**src/rtl/dlm_pkg.sv**
```systemverilog
// Shared types for the dual-subarray lockstep MAC engine.
package dlm_pkg;
    typedef enum logic [1:0] {
        ST_LOAD = 2'd0,
        ST_RUN  = 2'd1,
        ST_OUT0 = 2'd2,
        ST_OUT1 = 2'd3
    } dlm_state_e;
endpackage

```
**src/rtl/op_buffer.sv**
```systemverilog
// Tile operand store: holds DEPTH beats written during load.
// The sequencers read it in place on every pass.
// Assumes reads are used only for indices below DEPTH.
module op_buffer #(
    parameter int DEPTH = 4,
    parameter int WIDTH = 64,
    localparam int IW = $clog2(DEPTH)
) (
    input  logic             clk,
    input  logic             wr_en,
    input  logic [IW-1:0]    wr_idx,
    input  logic [WIDTH-1:0] wr_data,
    input  logic [IW-1:0]    rd_idx,
    output logic [WIDTH-1:0] rd_data
);
    logic [WIDTH-1:0] mem [DEPTH];

    // Capture one operand beat per accepted input.
    always_ff @(posedge clk) begin
        if (wr_en) mem[wr_idx] <= wr_data;
    end

    assign rd_data = mem[rd_idx];
endmodule

```
**src/rtl/mac_subarray.sv**
```systemverilog
// ROWS x COLS output-stationary MAC grid.
// Element (r,c) adds a[r]*b[c] each enabled cycle.
// flip XORs bit 0 of element (0,0) after its update, for fault injection.
// clr takes priority over en.
module mac_subarray #(
    parameter int ROWS  = 4,
    parameter int COLS  = 2,
    parameter int DW    = 8,
    parameter int ACC_W = 19
) (
    input  logic                       clk,
    input  logic                       rst_n,
    input  logic                       clr,
    input  logic                       en,
    input  logic                       flip,
    input  logic [ROWS*DW-1:0]         a,
    input  logic [COLS*DW-1:0]         b,
    output logic [ROWS*COLS*ACC_W-1:0] acc
);
    for (genvar r = 0; r < ROWS; r++) begin : g_row
        for (genvar c = 0; c < COLS; c++) begin : g_col
            localparam bit FIRST = (r == 0) && (c == 0);
            logic [ACC_W-1:0] acc_q;
            logic [2*DW-1:0]  prod;
            logic             f;
            assign prod = a[r*DW +: DW] * b[c*DW +: DW];
            assign f    = flip & FIRST;

            // Accumulate the element's product, cleared at tile start.
            always_ff @(posedge clk) begin
                if (!rst_n)   acc_q <= '0;
                else if (clr) acc_q <= '0;
                else if (en)  acc_q <= (acc_q + ACC_W'(prod)) ^ {{(ACC_W-1){1'b0}}, f};
            end

            assign acc[(r*COLS+c)*ACC_W +: ACC_W] = acc_q;
        end
    end
endmodule

```
**src/rtl/lockstep_ctrl.sv**
```systemverilog
// Tile controller: load, compute pass(es), result beats.
// It latches the mode with the first beat and sequences DEPTH+2 compute steps.
// It decides replay or abort from the comparator, and keeps the sticky status.
module lockstep_ctrl #(
    parameter int DEPTH = 4,
    parameter int CNT_W = 8,
    localparam int CW = $clog2(DEPTH + 2)
) (
    input  logic             clk,
    input  logic             rst_n,
    input  logic             in_valid,
    input  logic             mode_i,
    input  logic             mism,
    output logic             in_ready,
    output logic             wr_en,
    output logic [CW-1:0]    step,
    output logic             p_en,
    output logic             clr,
    output logic             out_valid,
    output logic             out_tile,
    output logic             replay,
    output logic             err,
    output logic             fatal,
    output logic [CNT_W-1:0] mism_cnt,
    output logic             mode_red
);
    import dlm_pkg::*;

    localparam logic [CW-1:0] LAST_BEAT = CW'(DEPTH - 1);
    localparam logic [CW-1:0] LAST_STEP = CW'(DEPTH + 1);
    localparam logic [CW-1:0] N_FEED    = CW'(DEPTH);

    dlm_state_e state_q;
    logic [CW-1:0] cnt_q;
    logic replay_q, bad_q, err_q, fatal_q, mode_q;
    logic [CNT_W-1:0] cnt_mm_q;
    logic run_end, bad_now, retry;

    assign in_ready  = (state_q == ST_LOAD);
    assign wr_en     = in_valid && in_ready;
    assign step      = cnt_q;
    assign p_en      = (state_q == ST_RUN) && (cnt_q < N_FEED);
    assign run_end   = (state_q == ST_RUN) && (cnt_q == LAST_STEP);
    assign bad_now   = bad_q | (mode_q & mism);
    assign retry     = run_end && bad_now && !replay_q;
    assign clr       = (wr_en && cnt_q == LAST_BEAT) || retry;
    assign out_valid = (state_q == ST_OUT0) || (state_q == ST_OUT1);
    assign out_tile  = (state_q == ST_OUT1);
    assign replay    = replay_q && (state_q == ST_RUN);
    assign err       = err_q;
    assign fatal     = fatal_q;
    assign mism_cnt  = cnt_mm_q;
    assign mode_red  = mode_q;

    // Tile state machine with replay and sticky status.
    always_ff @(posedge clk) begin
        if (!rst_n) begin
            state_q  <= ST_LOAD;
            cnt_q    <= '0;
            replay_q <= 1'b0;
            bad_q    <= 1'b0;
            err_q    <= 1'b0;
            fatal_q  <= 1'b0;
            mode_q   <= 1'b0;
            cnt_mm_q <= '0;
        end else begin
            case (state_q)
                ST_LOAD: begin
                    if (wr_en) begin
                        if (cnt_q == '0) mode_q <= mode_i;
                        if (cnt_q == LAST_BEAT) begin
                            state_q  <= ST_RUN;
                            cnt_q    <= '0;
                            replay_q <= 1'b0;
                            bad_q    <= 1'b0;
                        end else begin
                            cnt_q <= cnt_q + 1'b1;
                        end
                    end
                end
                ST_RUN: begin
                    if (run_end) begin
                        cnt_q <= '0;
                        bad_q <= 1'b0;
                        if (bad_now) begin
                            err_q <= 1'b1;
                            if (cnt_mm_q != '1) cnt_mm_q <= cnt_mm_q + 1'b1;
                            if (replay_q) begin
                                fatal_q  <= 1'b1;
                                replay_q <= 1'b0;
                                state_q  <= ST_LOAD;
                            end else begin
                                replay_q <= 1'b1;
                            end
                        end else begin
                            replay_q <= 1'b0;
                            state_q  <= ST_OUT0;
                        end
                    end else begin
                        cnt_q <= cnt_q + 1'b1;
                        bad_q <= bad_now;
                    end
                end
                ST_OUT0: state_q <= mode_q ? ST_LOAD : ST_OUT1;
                default: state_q <= ST_LOAD;
            endcase
        end
    end
endmodule

```
**src/rtl/dual_lockstep_mac.sv**
```systemverilog
// Dual-subarray MAC engine: primary and shadow ROWS x SUB_COLS grids.
// They share a tile buffer. The shadow is fed one cycle after the primary.
// In lockstep mode, the primary accumulators are delayed one stage and
// compared with the shadow every cycle.
// Assumes DEPTH >= 2 and is a power of two.
module dual_lockstep_mac #(
    parameter int ROWS     = 4,
    parameter int SUB_COLS = 2,
    parameter int DW       = 8,
    parameter int DEPTH    = 4,
    parameter int CNT_W    = 8,
    localparam int ACC_W   = 2*DW + $clog2(DEPTH) + 1,
    localparam int TW      = ROWS*SUB_COLS*ACC_W
) (
    input  logic                    clk,
    input  logic                    rst_n,
    input  logic                    mode_i,
    input  logic                    in_valid,
    output logic                    in_ready,
    input  logic [ROWS*DW-1:0]      in_a,
    input  logic [2*SUB_COLS*DW-1:0] in_b,
    input  logic                    fault_i,
    output logic                    out_valid,
    output logic                    out_tile,
    output logic [TW-1:0]           out_data,
    output logic                    replay_o,
    output logic                    err_o,
    output logic                    fatal_o,
    output logic [CNT_W-1:0]        mism_cnt_o
);
    localparam int AWD = ROWS*DW;
    localparam int HB  = SUB_COLS*DW;
    localparam int BW  = 2*HB;
    localparam int OPW = AWD + BW;
    localparam int IW  = $clog2(DEPTH);
    localparam int CW  = $clog2(DEPTH + 2);

    logic          wr_en, p_en, clr, mism, mode_red;
    logic [CW-1:0] step;
    logic [OPW-1:0] rd_data;
    logic [AWD-1:0] rd_a, s_a_q;
    logic [BW-1:0]  rd_b;
    logic [HB-1:0]  s_src_b, s_b_q;
    logic           s_en_q;
    logic [TW-1:0]  p_acc, p_acc_d, s_acc;

    lockstep_ctrl #(.DEPTH(DEPTH), .CNT_W(CNT_W)) u_ctrl (
        .clk(clk), .rst_n(rst_n), .in_valid(in_valid), .mode_i(mode_i),
        .mism(mism), .in_ready(in_ready), .wr_en(wr_en), .step(step),
        .p_en(p_en), .clr(clr), .out_valid(out_valid), .out_tile(out_tile),
        .replay(replay_o), .err(err_o), .fatal(fatal_o),
        .mism_cnt(mism_cnt_o), .mode_red(mode_red)
    );

    op_buffer #(.DEPTH(DEPTH), .WIDTH(OPW)) u_buf (
        .clk(clk), .wr_en(wr_en), .wr_idx(step[IW-1:0]),
        .wr_data({in_b, in_a}), .rd_idx(step[IW-1:0]), .rd_data(rd_data)
    );

    assign rd_a    = rd_data[AWD-1:0];
    assign rd_b    = rd_data[OPW-1:AWD];
    assign s_src_b = mode_red ? rd_b[HB-1:0] : rd_b[BW-1:HB];

    // Shadow sequencer: the same operand stream, one cycle late.
    always_ff @(posedge clk) begin
        if (!rst_n) begin
            s_en_q <= 1'b0;
            s_a_q  <= '0;
            s_b_q  <= '0;
        end else begin
            s_en_q <= p_en;
            s_a_q  <= rd_a;
            s_b_q  <= s_src_b;
        end
    end

    mac_subarray #(.ROWS(ROWS), .COLS(SUB_COLS), .DW(DW), .ACC_W(ACC_W)) u_primary (
        .clk(clk), .rst_n(rst_n), .clr(clr), .en(p_en), .flip(fault_i),
        .a(rd_a), .b(rd_b[HB-1:0]), .acc(p_acc)
    );

    mac_subarray #(.ROWS(ROWS), .COLS(SUB_COLS), .DW(DW), .ACC_W(ACC_W)) u_shadow (
        .clk(clk), .rst_n(rst_n), .clr(clr), .en(s_en_q), .flip(1'b0),
        .a(s_a_q), .b(s_b_q), .acc(s_acc)
    );

    // Align primary results with the shadow's one-cycle lag.
    always_ff @(posedge clk) begin
        if (!rst_n)   p_acc_d <= '0;
        else if (clr) p_acc_d <= '0;
        else          p_acc_d <= p_acc;
    end

    assign mism     = (p_acc_d != s_acc);
    assign out_data = out_tile ? s_acc : p_acc;
endmodule

```
**config.mk**
```make
export PLATFORM = sky130hd
export DESIGN_NAME = dual_lockstep_mac
export DESIGN_NICKNAME = d
export VERILOG_FILES = /design/src/rtl/dlm_pkg.sv /design/src/rtl/op_buffer.sv /design/src/rtl/mac_subarray.sv /design/src/rtl/lockstep_ctrl.sv /design/src/rtl/dual_lockstep_mac.sv
export SDC_FILE = /design/constraint.sdc
export NUM_CORES = 2
export LEC_CHECK = 0
export BUFFER_PORTS_ARGS = -buffer_cell sky130_fd_sc_hd__buf_4
export CAP_MARGIN = 20
export CORE_ASPECT_RATIO = 0.75
export CORE_MARGIN = 2
export CORE_UTILIZATION = 39
export DETAILED_ROUTE_END_ITERATION = 10
export SETUP_SLACK_MARGIN = 0.2
export SLEW_MARGIN = 10
export SYNTH_ARGS = -nofsm -noshare
export SYNTH_HDL_FRONTEND = slang
export SYNTH_SLANG_ARGS = --single-unit
```
**constraint.sdc**
```tcl
create_clock -name clk -period 18.77 [get_ports clk]
set_clock_uncertainty 0.05 [all_clocks]
set_input_delay 0.9385 -clock clk [delete_from_list [all_inputs] [get_ports clk]]
set_output_delay 0.9385 -clock clk [all_outputs]
set_load 0.01 [all_outputs]
```
# Word-level counts from Yosys, hierarchy flattened
# Memory sizes are Yosys's and may differ from the RTL's. A register that Yosys moved wholly into a read port is not among the register bits.
# Index checks and enable logic that the tools add are counted.
[op_classes]
add_sub_neg = 18
n_mul = 16
order_cmp = 1
eq_ne = 11
muxes = 25
bitwise = 4
reduce_logical = 22
[ops]
columns = ["operator", "n"]
rows = [
  ["adder 19 x 16 -> 19 bit", 16],
  ["multiplier 8 x 8 -> 16 bit", 16],
  ["two-way mux 152 bit", 1],
  ["inequality test 152 bit", 1],
  ["XOR 19 x 1 -> 19 bit", 1],
  ["two-way mux 16 bit", 1],
  ["two-way mux 2 bit", 8],
  ["AND reduction 4 bit", 4],
  ["two-way mux 3 bit", 3],
  ["AND reduction 3 bit", 3],
  ["adder 8 x 1 -> 8 bit (second input constant)", 1],
  ["two-way mux 1 bit", 8],
  ["inequality test 8 bit (second input constant)", 1],
  ["logical AND 1 bit", 7],
  ["case mux 2 bit (3 select lines)", 1],
  ["case mux 3 bit (2 select lines)", 1],
  ["equality test 2 bit (second input constant)", 2],
  ["inequality test 2 bit (second input constant)", 2],
  ["case mux 1 bit (2 select lines)", 2],
  ["adder 3 x 1 -> 3 bit (second input constant)", 1],
  ["equality test 3 x 2 -> 1 bit (second input constant)", 1],
  ["equality test 3 bit (second input constant)", 1],
  ["zero test 3 bit", 1],
  ["less-than comparator 3 bit (second input constant)", 1],
  ["other kinds (12)", 13],
]
[totals]
reg_bits = 523
ram_bits = 256
input_bits = 69
output_inout_bits = 166
wordCells = 126
n_memories = 1
[mem_list]
columns = ["memory", "words", "word_bits", "rd", "rd_ports_with_merged_regs", "wr", "line_no", "source"]
rows = [
  ["u_buf.mem", 4, 64, 1, 1, 1, "op_buffer.sv:16", "logic [WIDTH-1:0] mem [DEPTH];"],
]

# Depth between registers and ports, before layout
[depth]
word_depth = 7
mapped_depth = 25
ltp_nobuf = 22

# Hierarchy
# From an unflattened synthesis, not the netlist that was laid out.
[unflattened]
hier_cells = 7763
hier_area_um2 = 73076.3
[by_module_without_submodules]
columns = ["module", "instances", "cells_per_inst", "area_per_inst_um2", "seq_area_each_um2"]
rows = [
  ["mac_subarray (u_shadow)", 1, 3249, 26932.1, 3042.9],
  ["mac_subarray (u_primary)", 1, 3248, 26855.8, 3042.9],
  ["op_buffer", 1, 338, 9341.5, 7687.4],
  ["dual_lockstep_mac", 1, 816, 9001.1, 4023.9],
  ["lockstep_ctrl", 1, 112, 945.9, 360.3],
]

# Least setup slack after synthesis
# No wires, ideal clock.
[synth_path]
path_type = "register -> register"
start = "reg with a tool-made name"
end = "reg u_primary.g_row[3].g_col[1].acc_q[17]"
setup_time_ps = 74
arrival_ps = 5784
required_ps = 18646
path_slack_ps = 12862
path_stages_with_launch = 23
n_path_buf = 5
path_cell_list = "dfxtp_1 > buf_2 > buf_2 > buf_2 > clkbuf_1 > o21a_1 > clkbuf_1 > nand2_1 > fa_1 > fa_1 > inv_1 > fa_1 > inv_1 > fa_1 > inv_1 > ha_1 > o21ai_0 > a21oi_1 > o211ai_1 > a31oi_1 > a21oi_1 > or4b_2 > a31oi_1"
[synth_rtl]
columns = ["item", "line_no", "source"]
rows = [
  ["end signal, assigned", "mac_subarray.sv:33", "else if (en) acc_q <= (acc_q + ACC_W'(prod)) ^ {{(ACC_W-1){1'b0}}, f};"],
  ["end, declared", "mac_subarray.sv:23", "logic [ACC_W-1:0] acc_q;"],
]

==> metrics.txt <==
GPL Wtd Cong=~0.94; Sequential Area=around 18,000 µm²; Final min period=about 7400 ps; critical path cell sequence=buf_4, mux2_2, o21ai_1, nor2_1, fa_1, fa_1, inv_1, fa_1, fa_1, inv_1, ha_1, o21ai_0, a21oi_1, o211ai_1, a31oi_1, a21oi_1, or4b_2, a31oi_1; CP Data Required Time=19,360 ps; vias in the first global route=about 56,000; row cnt=roughly 140; min-delay src=in_a[18]; layout net count=~9,600; CP Data Arrival Time=between 7000 and 8000 ps; TritonCTS sink count=between 700 and 800; Final Max Tran Viols=0; post-cts sizing count=0; Synth Area per Inst=9.05 µm²; RSZ-0062 raised after global routing=no; hold path depth=1; cells after synthesis=~8,000; post-route ant nets=0; RR Endpoint=u_primary.g_row[3].g_col[1].acc_q[17]; Die X=around 500 µm; startpoint types=flip-flop; setup_tns=0 ps; Power Dens Cells=~120 nW/µm²; number of synthesized flops with an enable pin=around 260; Hold/Removal Path Class=in2reg; Clock transition at path regs=60 ps; area grow syn2layout=10.1%; Slowest Stage Delay on Critical Path=about 850 ps; GRT Total Usage=0.245; status=completed; syn_nets=between 9,000 and 10,000; HPWL after detailed placement=around 180 mm; via count=about 55,000; total CTS buffers=86; flop-to-flop setup slack=around 11,000 ps; post-synthesis register bit count=a little under 800; Pre-antenna DRT Iters=6; footprint of the multi-input gates=between 40,000 and 50,000 µm²; slew margin rel.=0.126; Max-Cap Viols=0; WL/cell=about 22 µm; height of the die=376 µm; CP endpoint kind=flip-flop; global route overflow=0; IO Pins=around 240; leak pwr=about 38 nW; Initial Utilization=0.393; Setup Fix Bufs, Post-CTS=0; global-route wire length before repair=about 350 mm; area of the die=~190,000 µm²; Final Hold Fails=0; fill count=17,900; Total Power=between 0.009 and 0.01 W; DR vias/cell=around 5.2; crit path max-delay cell type=o21ai_1; largest net degree at the start of global routing=167; WS Path Type=reg2reg; CP max FO=54; part of the Yosys area used for sequential elements=0.253; final-report setup violation count=0; yosys warns=0; R2R depth=18; area of the core=roughly 180,000 µm²; I/O Buffers=234; FMAX=0.136 GHz; Tcrit/Tclk final=0.392; most used cell along the critical path=fa_1; most common flop cell mapped by yosys=dfxtp_1; # DRC=0; clk buf depth=3; CTS tree=built; Root Buffer=clkbuf_16; initial antenna violation count=11; share of layout cells above drive strength 1=0.0821; worst vdd ir=115 µV; initial drt markers=between 4,000 and 5,000; drt total wl=approximately 230 mm; hold buffer count at cts=0; Clock Latency Late Sink=between 700 and 800 ps; Netlist cell types=between 70 and 80; Tightest Pin Transition=~1300 ps; synthesized area=around 72,000 µm²; asr flop ratio synth=0; Worst Hold End=u_buf.mem[2][18]; H-tree levels=3
[through the flow]
stage          std cells  instance area, µm²  hold slack [ps]  setup slack, ps  utilization
3_5_place_dp       10400               76200              393            11360        0.415
2_1_floorplan       7960               72000              379            12860            -
5_1_grt            10500               79300              325            10900        0.432
6_report           10500               79300              360            11410        0.432
4_1_cts            10500               79200              306            11330        0.432
3_3_place_gp       10400               76200              388            11480        0.415
[power by group]
part / switching [W] / internal (W)
combinational: 0.00341 / 0.00242
clock: 0.000804 / 0.00105
sequential: 0.0000802 / 0.00180
total: 0.00430 / 0.00527
[cell families (layout without fill, tap and decap cells)]
group	after synthesis	count (layout)	share of synthesized area
AOI/OAI and AO/OA	904	904	0.0786
other	0	3	0
buffers and inverters	1940	2091	0.103
muxes	274	274	0.0448
xor gates and xnor gates	283	283	0.0344
adders and majority gates	1463	1463	0.338
and+or+nand+nor	2315	2315	0.149
DFF	781	781	0.253
[worst max-delay path by stage]
stage | cells after the start | slack (ps) | endpoint
after global placement | 18 | 11480 | u_primary.g_row[1].g_col[1].acc_q[18]
after global routing | 19 | 10900 | u_primary.g_row[3].g_col[1].acc_q[17]
after floorplan | 22 | 12860 | u_primary.g_row[3].g_col[1].acc_q[17]
after CTS | 18 | 11330 | u_primary.g_row[1].g_col[1].acc_q[18]
after detailed placement | 18 | 11360 | u_primary.g_row[1].g_col[1].acc_q[18]
final | 18 | 11410 | u_primary.g_row[3].g_col[1].acc_q[17]
[layer usage]
layer | GRT usage | wire (µm)
met5 | 0 | 24
met1 | 0.329 | 99000
met4 | 0.0873 | 8890
met2 | 0.380 | 101000
met3 | 0.0624 | 20400
[cell usage after synthesis (all sizes together) (65+ instances only)]
master | number | share of area
nor2 | 628 | 0.033
clkbuf | 247 | 0.013
and2 | 444 | 0.039
mux2 | 97 | 0.015
fa | 800 | 0.22
nand2 | 858 | 0.045
nor3 | 65 | 0.0045
a21oi | 289 | 0.020
ha | 663 | 0.12
o21ai | 241 | 0.017
edfxtp | 256 | 0.11
xnor2 | 116 | 0.014
xor2 | 167 | 0.020
dfxtp | 525 | 0.15
inv | 1616 | 0.084
mux2i | 148 | 0.021
buf | 76 | 0.0055
o21a | 72 | 0.0075
[sequential cells by signal, indices dropped and copies added (netlist names), named ones only]
register,flops
u_buf.mem,256
p_acc_d,152
u_primary.g_row.g_col.acc_q,152
u_shadow.g_row.g_col.acc_q,152
s_a_q,32
s_b_q,16
u_ctrl.mism_cnt,8
u_ctrl.step,3
u_ctrl.state_q,2
s_en_q,1
u_ctrl.bad_q,1
u_ctrl.err,1
u_ctrl.fatal,1
u_ctrl.mode_red,1
u_ctrl.replay_q,1
[placed cells by master (no fill, tap or decap), types with 20 or more instances in the layout]
cell and n:
fa_1 800, edfxtp_1 256, buf_4 306, xnor2_1 116, and3_1 20, nand2b_1 40, nand2_1 855, a211oi_1 45
nor3_1 65, a21oi_1 288, xor2_1 166, dfxtp_1 515, o21ai_0 205, clkbuf_16 87, nor2_1 628, mux4_2 29
and2_1 443, mux2_2 97, a31oi_1 26, inv_1 1615, nand3_1 45, nand3b_1 27, nor2b_1 63, nor4_1 31
ha_1 663, o21ai_1 25, nand4_1 24, o21a_1 72, a21o_1 60, mux2i_1 148
[critical path, delay by kind of cell (launching register included)]
| kind | cells | cell delay, ps |
|---|---|---|
| AO/OA/AOI/OAI | 7 | 2030 |
| flip-flops | 1 | 810 |
| buffers and inverters | 3 | 860 |
| multiplexers | 1 | 430 |
| AND/OR/NAND/NOR | 2 | 760 |
| adder cells (fa/ha/maj) | 5 | 2260 |
[layout make-up]
type / count / share of cell area
Inverter: 1617 / 0.0766
Antenna cell: 3 / 0.0000947
Clock buffer: 108 / 0.0296
Tap cell: 2415 / 0.0381
Multi-Input combinational cell: 5239 / 0.587
Sequential cell: 781 / 0.230
Timing Repair Buffer: 315 / 0.0310
Clock inverter: 51 / 0.00813
(Power assumes the default switching activity.)
